$ cat src/rtl/mmio_rd_pkg.sv
package mmio_rd_pkg;
  typedef enum logic [1:0] {
    ST_IDLE = 2'd0,
    ST_DREQ = 2'd1,
    ST_DRSP = 2'd2,
    ST_URSP = 2'd3
  } rd_state_e;
endpackage

$ cat src/rtl/mmio_rd_align_chk.sv
// Decides legality of a request: size must be a power of two no wider than
// the data bus, and the address must be naturally aligned for that size.
module mmio_rd_align_chk #(
  parameter int ADDR_W = 32,
  parameter int LANES  = 4,
  parameter int SIZE_W = 3,
  localparam int OFF_W = $clog2(LANES)
) (
  input  logic [ADDR_W-1:0] addr,
  input  logic [SIZE_W-1:0] size,
  output logic              legal,
  output logic [OFF_W-1:0]  offset,
  output logic [ADDR_W-1:0] base
);
  logic [OFF_W:0] hit;

  for (genvar k = 0; k <= OFF_W; k++) begin : g_size
    assign hit[k] = (size == SIZE_W'(1 << k)) &&
                    ((addr[OFF_W-1:0] & OFF_W'((1 << k) - 1)) == '0);
  end

  assign legal  = |hit;
  assign offset = addr[OFF_W-1:0];
  assign base   = {addr[ADDR_W-1:OFF_W], {OFF_W{1'b0}}};
endmodule

$ cat src/rtl/mmio_rd_lane_sel.sv
// Shifts the full word right by the byte offset and zeroes bytes beyond size.
module mmio_rd_lane_sel #(
  parameter int LANES  = 4,
  parameter int SIZE_W = 3,
  localparam int OFF_W  = $clog2(LANES),
  localparam int DATA_W = LANES * 8
) (
  input  logic [DATA_W-1:0] word,
  input  logic [OFF_W-1:0]  offset,
  input  logic [SIZE_W-1:0] size,
  output logic [DATA_W-1:0] result
);
  logic [DATA_W-1:0] shifted;

  assign shifted = word >> {offset, 3'b000};

  for (genvar j = 0; j < LANES; j++) begin : g_lane
    assign result[j*8 +: 8] = (size > SIZE_W'(j)) ? shifted[j*8 +: 8] : 8'h00;
  end
endmodule

$ cat src/rtl/mmio_rd_ctrl.sv
// Sequencer: one read in flight, request ready only when idle.
module mmio_rd_ctrl
  import mmio_rd_pkg::*;
(
  input  logic      clk,
  input  logic      rst_n,
  input  logic      up_req_valid,
  input  logic      req_legal,
  input  logic      dn_req_ready,
  input  logic      dn_rsp_valid,
  input  logic      up_rsp_ready,
  output rd_state_e state,
  output logic      up_req_ready,
  output logic      dn_req_valid,
  output logic      dn_rsp_ready,
  output logic      up_rsp_valid,
  output logic      take_req,
  output logic      take_rej,
  output logic      take_rsp
);
  rd_state_e nxt;

  assign up_req_ready = (state == ST_IDLE);
  assign dn_req_valid = (state == ST_DREQ);
  assign dn_rsp_ready = (state == ST_DRSP);
  assign up_rsp_valid = (state == ST_URSP);

  assign take_req = up_req_ready && up_req_valid && req_legal;
  assign take_rej = up_req_ready && up_req_valid && !req_legal;
  assign take_rsp = dn_rsp_ready && dn_rsp_valid;

  always_comb begin
    nxt = state;
    unique case (state)
      ST_IDLE: if (take_req) nxt = ST_DREQ;
               else if (take_rej) nxt = ST_URSP;
      ST_DREQ: if (dn_req_ready) nxt = ST_DRSP;
      ST_DRSP: if (dn_rsp_valid) nxt = ST_URSP;
      ST_URSP: if (up_rsp_ready) nxt = ST_IDLE;
      default: nxt = ST_IDLE;
    endcase
  end

  always_ff @(posedge clk) begin
    if (!rst_n) state <= ST_IDLE;
    else        state <= nxt;
  end
endmodule

$ cat src/rtl/mmio_subword_rd.sv
module mmio_subword_rd
  import mmio_rd_pkg::*;
#(
  parameter int ADDR_W = 32,
  parameter int LANES  = 4,
  parameter int SIZE_W = 3,
  localparam int OFF_W  = $clog2(LANES),
  localparam int DATA_W = LANES * 8
) (
  input  logic              clk,
  input  logic              rst_n,
  input  logic              up_req_valid,
  output logic              up_req_ready,
  input  logic [ADDR_W-1:0] up_req_addr,
  input  logic [SIZE_W-1:0] up_req_size,
  output logic              up_rsp_valid,
  input  logic              up_rsp_ready,
  output logic [DATA_W-1:0] up_rsp_data,
  output logic              up_rsp_err,
  output logic              dn_req_valid,
  input  logic              dn_req_ready,
  output logic [ADDR_W-1:0] dn_req_addr,
  input  logic              dn_rsp_valid,
  output logic              dn_rsp_ready,
  input  logic [DATA_W-1:0] dn_rsp_data
);
  rd_state_e         state;
  logic              legal, take_req, take_rej, take_rsp;
  logic [OFF_W-1:0]  off_c, off_q;
  logic [ADDR_W-1:0] base_c, base_q;
  logic [SIZE_W-1:0] size_q;
  logic [DATA_W-1:0] sel_data, data_q;
  logic              err_q;

  mmio_rd_align_chk #(.ADDR_W(ADDR_W), .LANES(LANES), .SIZE_W(SIZE_W)) u_align (
    .addr   (up_req_addr),
    .size   (up_req_size),
    .legal  (legal),
    .offset (off_c),
    .base   (base_c)
  );

  mmio_rd_ctrl u_ctrl (
    .clk          (clk),
    .rst_n        (rst_n),
    .up_req_valid (up_req_valid),
    .req_legal    (legal),
    .dn_req_ready (dn_req_ready),
    .dn_rsp_valid (dn_rsp_valid),
    .up_rsp_ready (up_rsp_ready),
    .state        (state),
    .up_req_ready (up_req_ready),
    .dn_req_valid (dn_req_valid),
    .dn_rsp_ready (dn_rsp_ready),
    .up_rsp_valid (up_rsp_valid),
    .take_req     (take_req),
    .take_rej     (take_rej),
    .take_rsp     (take_rsp)
  );

  mmio_rd_lane_sel #(.LANES(LANES), .SIZE_W(SIZE_W)) u_lanes (
    .word   (dn_rsp_data),
    .offset (off_q),
    .size   (size_q),
    .result (sel_data)
  );

  always_ff @(posedge clk) begin
    if (!rst_n) begin
      base_q <= '0;
      off_q  <= '0;
      size_q <= '0;
      data_q <= '0;
      err_q  <= 1'b0;
    end else begin
      if (take_req) begin
        base_q <= base_c;
        off_q  <= off_c;
        size_q <= up_req_size;
      end
      if (take_rej) begin
        data_q <= '0;
        err_q  <= 1'b1;
      end else if (take_rsp) begin
        data_q <= sel_data;
        err_q  <= 1'b0;
      end
    end
  end

  assign dn_req_addr = base_q;
  assign up_rsp_data = data_q;
  assign up_rsp_err  = err_q;
endmodule

$ cat config.mk
export PLATFORM = sky130hd
export DESIGN_NAME = mmio_subword_rd
export DESIGN_NICKNAME = d
export VERILOG_FILES = /design/src/rtl/mmio_rd_pkg.sv /design/src/rtl/mmio_rd_align_chk.sv /design/src/rtl/mmio_rd_lane_sel.sv /design/src/rtl/mmio_rd_ctrl.sv /design/src/rtl/mmio_subword_rd.sv
export SDC_FILE = /design/constraint.sdc
export NUM_CORES = 1
export LEC_CHECK = 0
export ABC_CLOCK_PERIOD_IN_PS = 1390
export BUFFER_PORTS_ARGS = -buffer_cell sky130_fd_sc_hd__buf_2
export CORE_MARGIN = 2
export CORE_UTILIZATION = 40
export DETAILED_ROUTE_END_ITERATION = 8
export PLACE_DENSITY = 0.68
export SLEW_MARGIN = 10
export SYNTH_ARGS = -nofsm -noshare
export SYNTH_HDL_FRONTEND = slang
export SYNTH_HIERARCHICAL = 1
export SYNTH_SLANG_ARGS = --single-unit
$ cat constraint.sdc
create_clock -name clk -period 1.39 [get_ports clk]
set_input_delay 0.2085 -clock clk [delete_from_list [all_inputs] [get_ports clk]]
set_output_delay 0.2085 -clock clk [all_outputs]
set_load 0.02 [all_outputs]
==> impl_results.md <==
* Outcome: completed
* FILL cells at 857
* Pwr dens at 1200 nW/µm²
* Post-synth top area share at 38.21%
* Avg WL per Cell at 14.90 µm
* Clk_skew at 0.01199 ns
* Routability-driven placement congestion ratio at 0.8848
* TritonCTS Buffers at 9
* DRT iter0 DRCs at 66
* Crit path cell chain: inv_4 > ha_4 > buf_6 > buf_6
* CTS tree: built
* Vias in the first global route at 2869
* Reg clk slew, reported paths at 0.08 ns
* Cell area after placement at 4419 µm²
* CTS sink cnt at slightly above 70
* Largest net degree at the start of global routing at 33
* Required time of the critical path at 1.18 ns
* TNS Setup at 0 ns
* CP Class: reg -> out
* Post-CTS Hold Buffers at 0
* Post-route cell area at 4911 µm²
* CP startpoint kind: flop
* Syn-to-layout area delta at 30.18%
* Hold Fails Final Rpt at 0
* Mean post-synth cell area at 9.927 µm²
* Worst path slowest cell: dfxtp_4
* Crit-path max FO at 3
* Max-Cap Viols at 0
* Nets at 585
* Final setup viols at 0
* Layout cells sized above 1 at 43.55%
* Synth unique cells at 31
* Setup ws final at 0.007690 ns
* Netlist area before placement at about 3800 µm²
* Port Buffer Count at 141
* Hold WS at 0.1180 ns
* Post-synth top area cell: dfxtp_1
* EDFF count, synth at 0
* HP Class: in -> reg
* Clock Path Buffers at 2
* Top-count cell post-synth: mux2i_1
* Mapped Cells at 380
* Tcrit/Tclk final at 99.45%
* RSZ-0062 raised after global routing: true
* Routed wire length at 9285 µm
* Total GRT Usage at ~17%
* Static leakage at 2.086 nW
* DP Wirelength at 6614 µm
* Sequential fraction of the synthesis area at between 30% and 40%
* Post-synth top cells: mux2i_1, dfxtp_1, nor2_1
* CP peak stage delay at ~0.39 ns
* Final core utilization at a little over half
* Number of iterations in the first detailed-routing pass at 4
* Placed Cells at 603
* Net Sw Power at 1.784 mW
* Top cells by area, synth: dfxtp_1, mux2i_1, nor2b_1
* FFs w/ async S/R, synth at 0%
* Core area at around 9200 µm²
* Fin crit period at around 1.4 ns
* Ports at 142
* Int Power at roughly 4 mW
* Residual DRC at 0
* Non-Filler Instances at between 600 and 700
* WP buf/inv at 3
* Crit path DAT at 1.17 ns
* Via density at 4.806
* Peak supply drop at 563.3 µV
* Die width at 101.1 µm
* Clock root buffer: clkbuf_8
* Clock latency on the worst-skew pair at 0.35 ns
* HP Start: up_req_addr[7]
* Diodes inserted at 0
* Initial antenna violation count at 0
* Antenna Violating Nets Remaining at 0
* Die Y at 101.1 µm
* Die area at 10220 µm²
* Dpl ws at -0.2570 ns
* Grt total ovfl at 0
* R2r startpoint: u_ctrl/state[0]
* Comb power frac at a little under a third
* Synth warnings at 6
* Setup crit end kind: output pin
* H-tree levels at 3
* Std cell rows at 35
* Total number of vias at 2994
* First-pass GRT wire length at 13660 µm
* Max Clock Freq at 723.4 MHz
* CP startpoint: u_ctrl/state[1]
* Switching Share at 30.28%
* Sequential Power Share at 38.1%
* Initial Util at 41.02%
* Power consumption at 5.893 mW
* Clock power frac at 31.2%
* Max-slew violations at 0
* Dominant register cell in the synthesized netlist: dfxtp_1
* Top Family by Delay on Critical Path: flip-flops
* Yosys reg bits at 72
* Cell mode on critical path: buf_6
==> what timing repair did <==
item                       CTS  global route
setup endpoints to repair   46            67
gates cloned                 0             3
pin swaps                    2             1
setup buffers                2             0
gates resized for setup     18            30
==> final cells by class <==
class | count | area, µm² | area share (%)
multi-input combinational | 246 | 1991 | 40.54
sequential | 72 | 1450 | 29.53
timing repair buffer | 173 | 1087 | 22.14
tap | 111 | 138.9 | 2.828
clock buffer | 9 | 123.9 | 2.522
clock inverter | 7 | 96.34 | 1.962
inverter | 5 | 23.77 | 0.4841
==> cell usage in the layout (no fill, tap or decap), drive strengths merged, types with 2 or more instances in the layout <==
| master | instances |
|---|---|
| buf | 170 |
| mux2i | 86 |
| dfxtp | 72 |
| nor2 | 52 |
| nor2b | 46 |
| a211oi | 16 |
| clkbuf | 12 |
| and2 | 9 |
| a2bb2oi | 8 |
| ha | 5 |
| clkinv | 5 |
| inv | 5 |
| nand2b | 4 |
| nand2 | 3 |
| bufinv | 2 |
| a21oi | 2 |
| conb | 2 |
| nor3b | 2 |
==> tightest hold or removal path, cell delays in order <==
cell	delay, ns
buf_2	0.07
mux2i_1	0.06
nor2b_1	0.09
==> sequential cells by signal, indices dropped and copies added, names as in the netlist <==
name,flops
dn_req_addr,32
off_q,2
size_q,3
u_ctrl/state,2
up_rsp_data,32
up_rsp_err,1
==> routing by layer <==
| metal | routed length (µm) | part of all wire, % | vias to the layer above | track usage, % |
|---|---|---|---|---|
| li1 | - | - | 1498 | - |
| met1 | 4157 | 45 | 1369 | 21.29 |
| met2 | 4295 | 46 | 115 | 28.12 |
| met3 | 670 | 7.2 | 12 | 4.092 |
| met4 | 162 | 1.7 | 0 | 7.484 |
| met5 | 0 | 0 | - | 0 |
==> path summary, 6_finish.rpt <==
kind,slack [ns],cells after the start,to
worst max-delay path,0.008,4,up_req_ready
worst min-delay path,0.12,3,dn_req_addr[7]
worst max register to register,0.008,6,dn_req_addr[14]
worst min register to register,0.49,2,up_rsp_data[1]
==> logic make-up after synthesis <==
kind of cell               count (synthesis)  share of synthesized area, %
adders and majority gates                  5                         1.658
AOI/OAI and AO/OA                         33                         7.098
muxes                                     86                         22.82
DFF                                       72                         38.21
buffers and inverters                     63                         13.23
and+or+nand+nor                          120                         16.88
other                                      1                       0.09941
==> power by group through the flow <==
stage | Clock, mW | Combinational [mW] | Sequential (mW)
final | 1.84 | 1.81 | 2.24
after detailed placement | 0 | 1.50 | 2.27
after floorplan | 0 | 1.05 | 2.34
after global placement | 0 | 1.48 | 2.27
after global routing | 1.99 | 1.94 | 2.26
after CTS | 1.89 | 1.65 | 2.24
Note: power is estimated with default switching activity, not from simulation.
